--- src/rtl/wdog_pkg.sv ---
package wdog_pkg;
  localparam int unsigned PTR_W = 7;
  localparam int unsigned DAT_W = 8;
  localparam int unsigned NSRC  = 4;
  localparam int unsigned IXW   = $clog2(NSRC);

  localparam logic [PTR_W-1:0] IX_SRC  = 7'h00;
  localparam logic [PTR_W-1:0] IX_STAT = 7'h10;
  localparam logic [PTR_W-1:0] IX_EN   = 7'h11;
  localparam logic [PTR_W-1:0] IX_EVT  = 7'h12;
  localparam logic [PTR_W-1:0] IX_HIST = 7'h13;

  typedef enum logic [2:0] {
    SEL_SRC, SEL_STAT, SEL_EN, SEL_EVT, SEL_HIST, SEL_NONE
  } sel_e;

  function automatic sel_e decode_idx(input logic [PTR_W-1:0] ix);
    sel_e s;
    case (ix)
      IX_SRC:  s = SEL_SRC;
      IX_STAT: s = SEL_STAT;
      IX_EN:   s = SEL_EN;
      IX_EVT:  s = SEL_EVT;
      IX_HIST: s = SEL_HIST;
      default: s = SEL_NONE;
    endcase
    return s;
  endfunction

  // Highest set status bit wins; bit 7 flags a pending interrupt.
  function automatic logic [DAT_W-1:0] src_code(input logic [NSRC-1:0] st);
    logic [DAT_W-1:0] c;
    c = '0;
    for (int i = 0; i < NSRC; i++) begin
      if (st[i]) c[IXW-1:0] = i[IXW-1:0];
    end
    c[DAT_W-1] = |st;
    return c;
  endfunction

  function automatic logic [DAT_W-1:0] widen(input logic [NSRC-1:0] v);
    return {{(DAT_W-NSRC){1'b0}}, v};
  endfunction
endpackage

--- src/rtl/wdog_access_port.sv ---
module wdog_access_port
  import wdog_pkg::*;
(
  input  logic             clk,
  input  logic             rst_n,
  input  logic             reg_wr,
  input  logic [15:0]      reg_wdata,
  output logic [PTR_W-1:0] ptr_q,
  output logic [DAT_W-1:0] wval,
  output logic             en_we,
  output logic             evt_we,
  output logic             hist_we
);
  logic commit;
  sel_e wsel;

  assign commit = reg_wr & reg_wdata[15];
  assign wsel   = decode_idx(reg_wdata[8+PTR_W-1:8]);
  assign wval   = reg_wdata[DAT_W-1:0];

  assign en_we   = commit && (wsel == SEL_EN);
  assign evt_we  = commit && (wsel == SEL_EVT);
  assign hist_we = commit && (wsel == SEL_HIST);

  always_ff @(posedge clk or negedge rst_n) begin
    if (!rst_n)      ptr_q <= '0;
    else if (reg_wr) ptr_q <= reg_wdata[8+PTR_W-1:8];
  end
endmodule

--- src/rtl/wdog_flag_cell.sv ---
module wdog_flag_cell (
  input  logic clk,
  input  logic rst_n,
  input  logic clr_all,
  input  logic set_i,
  input  logic clr_i,
  output logic q
);
  always_ff @(posedge clk or negedge rst_n) begin
    if (!rst_n)       q <= 1'b0;
    else if (clr_all) q <= 1'b0;
    else if (set_i)   q <= 1'b1;
    else if (clr_i)   q <= 1'b0;
  end
endmodule

--- src/rtl/wdog_flag_bank.sv ---
module wdog_flag_bank
  import wdog_pkg::*;
(
  input  logic            clk,
  input  logic            rst_n,
  input  logic            sw_rst,
  input  logic [NSRC-1:0] err_vec,
  input  logic [NSRC-1:0] wbits,
  input  logic            en_we,
  input  logic            evt_we,
  input  logic            hist_we,
  output logic [NSRC-1:0] en_q,
  output logic [NSRC-1:0] evt_q,
  output logic [NSRC-1:0] hist_q
);
  always_ff @(posedge clk or negedge rst_n) begin
    if (!rst_n)      en_q <= '0;
    else if (sw_rst) en_q <= '0;
    else if (en_we)  en_q <= wbits;
  end

  for (genvar i = 0; i < NSRC; i++) begin : g_bit
    logic ev_set, ev_clr;
    if (i == 0) begin : g_force
      assign ev_set = evt_we & wbits[0];
      assign ev_clr = evt_we & ~wbits[0];
    end else begin : g_err
      assign ev_set = err_vec[i];
      assign ev_clr = evt_we & wbits[i];
    end

    wdog_flag_cell u_evt (
      .clk(clk), .rst_n(rst_n), .clr_all(sw_rst),
      .set_i(ev_set), .clr_i(ev_clr), .q(evt_q[i])
    );

    wdog_flag_cell u_hist (
      .clk(clk), .rst_n(rst_n), .clr_all(sw_rst),
      .set_i(ev_set), .clr_i(hist_we & wbits[i]), .q(hist_q[i])
    );
  end
endmodule

--- src/rtl/wdog_read_mux.sv ---
module wdog_read_mux
  import wdog_pkg::*;
(
  input  logic [PTR_W-1:0] ptr_q,
  input  logic [NSRC-1:0]  status,
  input  logic [NSRC-1:0]  en_q,
  input  logic [NSRC-1:0]  evt_q,
  input  logic [NSRC-1:0]  hist_q,
  output logic [15:0]      reg_rdata
);
  logic [DAT_W-1:0] dat;

  always_comb begin
    case (decode_idx(ptr_q))
      SEL_SRC:  dat = src_code(status);
      SEL_STAT: dat = widen(status);
      SEL_EN:   dat = widen(en_q);
      SEL_EVT:  dat = widen(evt_q);
      SEL_HIST: dat = widen(hist_q);
      default:  dat = '0;
    endcase
  end

  assign reg_rdata = {1'b0, ptr_q, dat};
endmodule

--- src/rtl/wdog_irq_regs.sv ---
module wdog_irq_regs
  import wdog_pkg::*;
(
  input  logic        clk,
  input  logic        rst_n,
  input  logic        sw_rst,
  input  logic        err_egress,
  input  logic        err_qc,
  input  logic        err_cut,
  input  logic        reg_wr,
  input  logic [15:0] reg_wdata,
  output logic [15:0] reg_rdata,
  output logic        irq_n
);
  logic [PTR_W-1:0] ptr_q;
  logic [DAT_W-1:0] wval;
  logic             en_we, evt_we, hist_we;
  logic [NSRC-1:0]  err_vec, en_q, evt_q, hist_q, status;

  assign err_vec = {err_cut, err_qc, err_egress, 1'b0};

  wdog_access_port u_port (
    .clk(clk), .rst_n(rst_n), .reg_wr(reg_wr), .reg_wdata(reg_wdata),
    .ptr_q(ptr_q), .wval(wval), .en_we(en_we), .evt_we(evt_we),
    .hist_we(hist_we)
  );

  wdog_flag_bank u_bank (
    .clk(clk), .rst_n(rst_n), .sw_rst(sw_rst), .err_vec(err_vec),
    .wbits(wval[NSRC-1:0]), .en_we(en_we), .evt_we(evt_we),
    .hist_we(hist_we), .en_q(en_q), .evt_q(evt_q), .hist_q(hist_q)
  );

  assign status = evt_q & en_q;
  assign irq_n  = ~(|status);

  wdog_read_mux u_rd (
    .ptr_q(ptr_q), .status(status), .en_q(en_q), .evt_q(evt_q),
    .hist_q(hist_q), .reg_rdata(reg_rdata)
  );
endmodule

--- config.mk ---
export PLATFORM = sky130hd
export DESIGN_NAME = wdog_irq_regs
export DESIGN_NICKNAME = d
export VERILOG_FILES = /design/src/rtl/wdog_pkg.sv /design/src/rtl/wdog_access_port.sv /design/src/rtl/wdog_flag_cell.sv /design/src/rtl/wdog_flag_bank.sv /design/src/rtl/wdog_read_mux.sv /design/src/rtl/wdog_irq_regs.sv
export SDC_FILE = /design/constraint.sdc
export NUM_CORES = 1
export LEC_CHECK = 0
export ABC_CLOCK_PERIOD_IN_PS = 1600
export CORE_ASPECT_RATIO = 1.5
export CORE_MARGIN = 4
export CORE_UTILIZATION = 50
export DETAILED_ROUTE_END_ITERATION = 10
export DONT_BUFFER_PORTS = 1
export PLACE_DENSITY = 0.74
export SLEW_MARGIN = 10
export SYNTH_ARGS = -nofsm -noshare
export SYNTH_HDL_FRONTEND = slang
export SYNTH_HIERARCHICAL = 1
export SYNTH_SLANG_ARGS = --single-unit
--- constraint.sdc ---
create_clock -name clk -period 1.6 [get_ports clk]
set_input_delay 0.32 -clock clk [delete_from_list [all_inputs] [get_ports clk]]
set_output_delay 0.32 -clock clk [all_outputs]
set_load 0.01 [all_outputs]
==> results.rst <==
.. list-table::
   :header-rows: 1

   * - Metric
     - Value
   * - Setup Skew
     - 0 ns
   * - Max-cap violation count
     - 0
   * - Critical path class
     - flip-flop to output pin
   * - Clock period minus final worst setup slack
     - roughly 1.8 ns
   * - Clock root buffer
     - sky130_fd_sc_hd__clkbuf_4
   * - Core area
     - 2420 sq um
   * - Post-detailed-placement half-perimeter wirelength
     - between 2000 and 2500 um
   * - Worst path max stage delay
     - between 0.4 and 0.5 ns
   * - Number of fill cells in the layout
     - between 200 and 250
   * - Total Die Area
     - roughly 3400 sq um
   * - Maximum level of the CTS H-tree
     - 1
   * - Endpoint class of the critical path
     - output pin
   * - Required time of the critical path
     - 1.28 ns
   * - GP Congestion
     - between 0.9 and 1
   * - Standard-cell rows
     - 22
   * - Number of remaining DRC errors
     - 0
   * - Finished Core Util
     - roughly 59%
   * - Final hold violation count
     - 0
   * - Proportion of layout cells with a drive suffix above 1
     - a little under half
   * - Nature of the critical path startpoint
     - flip-flop
   * - CTS tree
     - built
   * - Crit path max fanout
     - 2
   * - Die height
     - roughly 69 um
   * - GRT Residual Overflow
     - 0
   * - Setup repair after global routing missed its margin
     - true
   * - Clock transition at path regs
     - between 0.1 and 0.15 ns
   * - Maximum frequency from static timing analysis
     - 541 MHz
   * - Wire length of the first global-routing pass
     - around 4600 um
   * - Number of clock sinks seen by CTS
     - 19
   * - Ports
     - 40
   * - Clock insertion delay at the later pin of the skew report
     - between 0.2 and 0.3 ns
   * - Total of endpoints with negative setup slack in the final report
     - 6
   * - Violations in the final reports
     - setup timing
   * - Total buffers and inverters traversed by the critical path
     - 0
   * - Critical Path, Cell by Cell
     - and2_4 -> mux4_2 -> and3_4
   * - Vias
     - a little under 900
   * - Share of the cycle needed by the critical path after routing
     - 116%
   * - Global-route usage over all layers
     - ~17%
   * - Slew at the pin closest to its max-slew limit
     - slightly below 0.9 ns
   * - Headroom to the max-slew limit
     - a little over 40%
   * - Cell family with most CP delay
     - multiplexers
   * - Leakage power
     - 0.615 nW
   * - Count of TritonRoute iterations in the first routing pass
     - 4
   * - Total Neg Setup Slack
     - -1.20 ns
   * - Max Transition Viols Final
     - 0
   * - Antenna diode instance count
     - 0
   * - Pin count of the biggest net entering global routing
     - 20
   * - Overall die width
     - between 40 and 50 um
   * - Starting Density
     - around 52%
   * - DRC marker count from the first detailed-route iteration
     - 22
   * - Worst vdd ir
     - around 0.00033 V
   * - Power density over cell area
     - between 600 and 700 nW/um^2
   * - Path type of the worst min-delay path
     - input port to flip-flop
   * - Mean area per synthesized cell
     - between 10 and 15 sq um
   * - Most common library cell in the layout ignoring fill and taps
     - sky130_fd_sc_hd__buf_4
   * - Synth Warn #
     - 6
   * - Average detailed-routed wire length per instance
     - between 15 and 20 um
   * - Number of antenna violations at the first check in global routing
     - 0
   * - Minimum setup slack after placement
     - -0.155 ns
   * - Avg Vias per Cell
     - ~5.7
   * - Combined area of all synthesized cells
     - around 1300 sq um
   * - Antenna Nets Post-Route
     - 0
   * - Via count of the first global-routing pass
     - roughly 940
   * - Number of cells produced by synthesis
     - 121
   * - Minimum setup slack in the final design
     - -0.249 ns
   * - TritonCTS buffer count
     - 3
   * - Clock Path Buffers
     - 2
   * - Final layout net count
     - between 150 and 200
   * - Run status
     - finished with violations
   * - Wire length reported by the detailed router
     - 2790 um
   * - Worst path slowest cell
     - sky130_fd_sc_hd__mux4_2
   * - Commonest non-fill, non-tap cells in the layout
     - sky130_fd_sc_hd__buf_4 (20), sky130_fd_sc_hd__dfrtp_1 (17), sky130_fd_sc_hd__inv_1 (10)
   * - Total of buffers placed on input and output ports
     - 0
   * - Signal arrival time at the worst endpoint
     - around 1.5 ns
   * - Layout Area Growth over Synthesis
     - 13.0%
-- metrics by stage --
stage / instances / total power [W] / instance area, sq um / hold slack, ns
after floorplan: 124 / 0.000676 / 1270 / 0.0244
final: 157 / 0.000953 / 1420 / 0.0602
after global routing: 157 / 0.00100 / 1420 / 0.0375
after CTS: 156 / 0.000951 / 1400 / 0.0518
after detailed placement: 144 / 0.000680 / 1260 / 0.0250
after global placement: 144 / 0.000674 / 1260 / 0.0249
-- layer usage --
metal | track usage (%) | vias to the layer above | routed length [um] | part of all wire [%]
met3 | 5.59 | 8 | 229 | 8.2
met5 | 0 | - | 0 | 0
met1 | 18.7 | 436 | 990 | 35
met4 | 6.89 | 0 | 61 | 2.2
li1 | - | 416 | - | -
met2 | 29.7 | 35 | 1510 | 54
-- final timing paths --
path	from	to	slack (ns)	depth (start not counted)
max	u_bank/g_bit[2].u_evt/q	reg_rdata[2]	-0.25	3
min reg2reg	u_bank/g_bit[1].u_hist/q	u_bank/g_bit[1].u_hist/q	0.57	2
min in group asynchronous	rst_n	u_port/ptr_q[0]	0.58	1
min	sw_rst	u_bank/g_bit[2].u_hist/q	0.06	1
max reg2reg	u_port/ptr_q[6]	u_port/ptr_q[6]	0.54	3
max in group asynchronous	rst_n	u_port/ptr_q[1]	0.43	1
-- power breakdown --
| part | switching, W | internal [W] |
|---|---|---|
| clock | 0.000147 | 0.0000970 |
| combinational | 0.0000753 | 0.0000884 |
| sequential | 0.0000356 | 0.000509 |
-- final cells by class --
cell class,instances,area [sq um],share of cell area (%)
Multi-Input combinational cell,76,654,46.1
Sequential cell,19,478,33.7
Timing Repair Buffer,24,194,13.7
Inverter,10,37.5,2.64
Tap cell,24,30.0,2.11
Clock buffer,4,26.3,1.85
-- registers in the layout (all words and copies together) (netlist names) --
| signal | flops |
|---|---|
| u_bank/en_q | 4 |
| u_bank/g_bit.u_evt/q | 4 |
| u_bank/g_bit.u_hist/q | 4 |
| u_port/ptr_q | 7 |
-- worst register-to-register path, cell delays in order (launching register included) --
cell                      delay, ns
sky130_fd_sc_hd__dfrtp_1       0.40
sky130_fd_sc_hd__buf_4         0.15
sky130_fd_sc_hd__buf_4         0.14
sky130_fd_sc_hd__mux2_2        0.26
-- timing repair --
| item | 4_1_cts | 5_1_grt |
|---|---|---|
| endpoints found under the setup margin | 6 | 6 |
| buffers inserted | 7 | 1 |
| pin swaps | 6 | 5 |
| endpoints found under the hold margin | 19 | 0 |
| resized for setup | 13 | 4 |
| hold buffers | 1 | 0 |
Power figures use the tool's default switching activity.
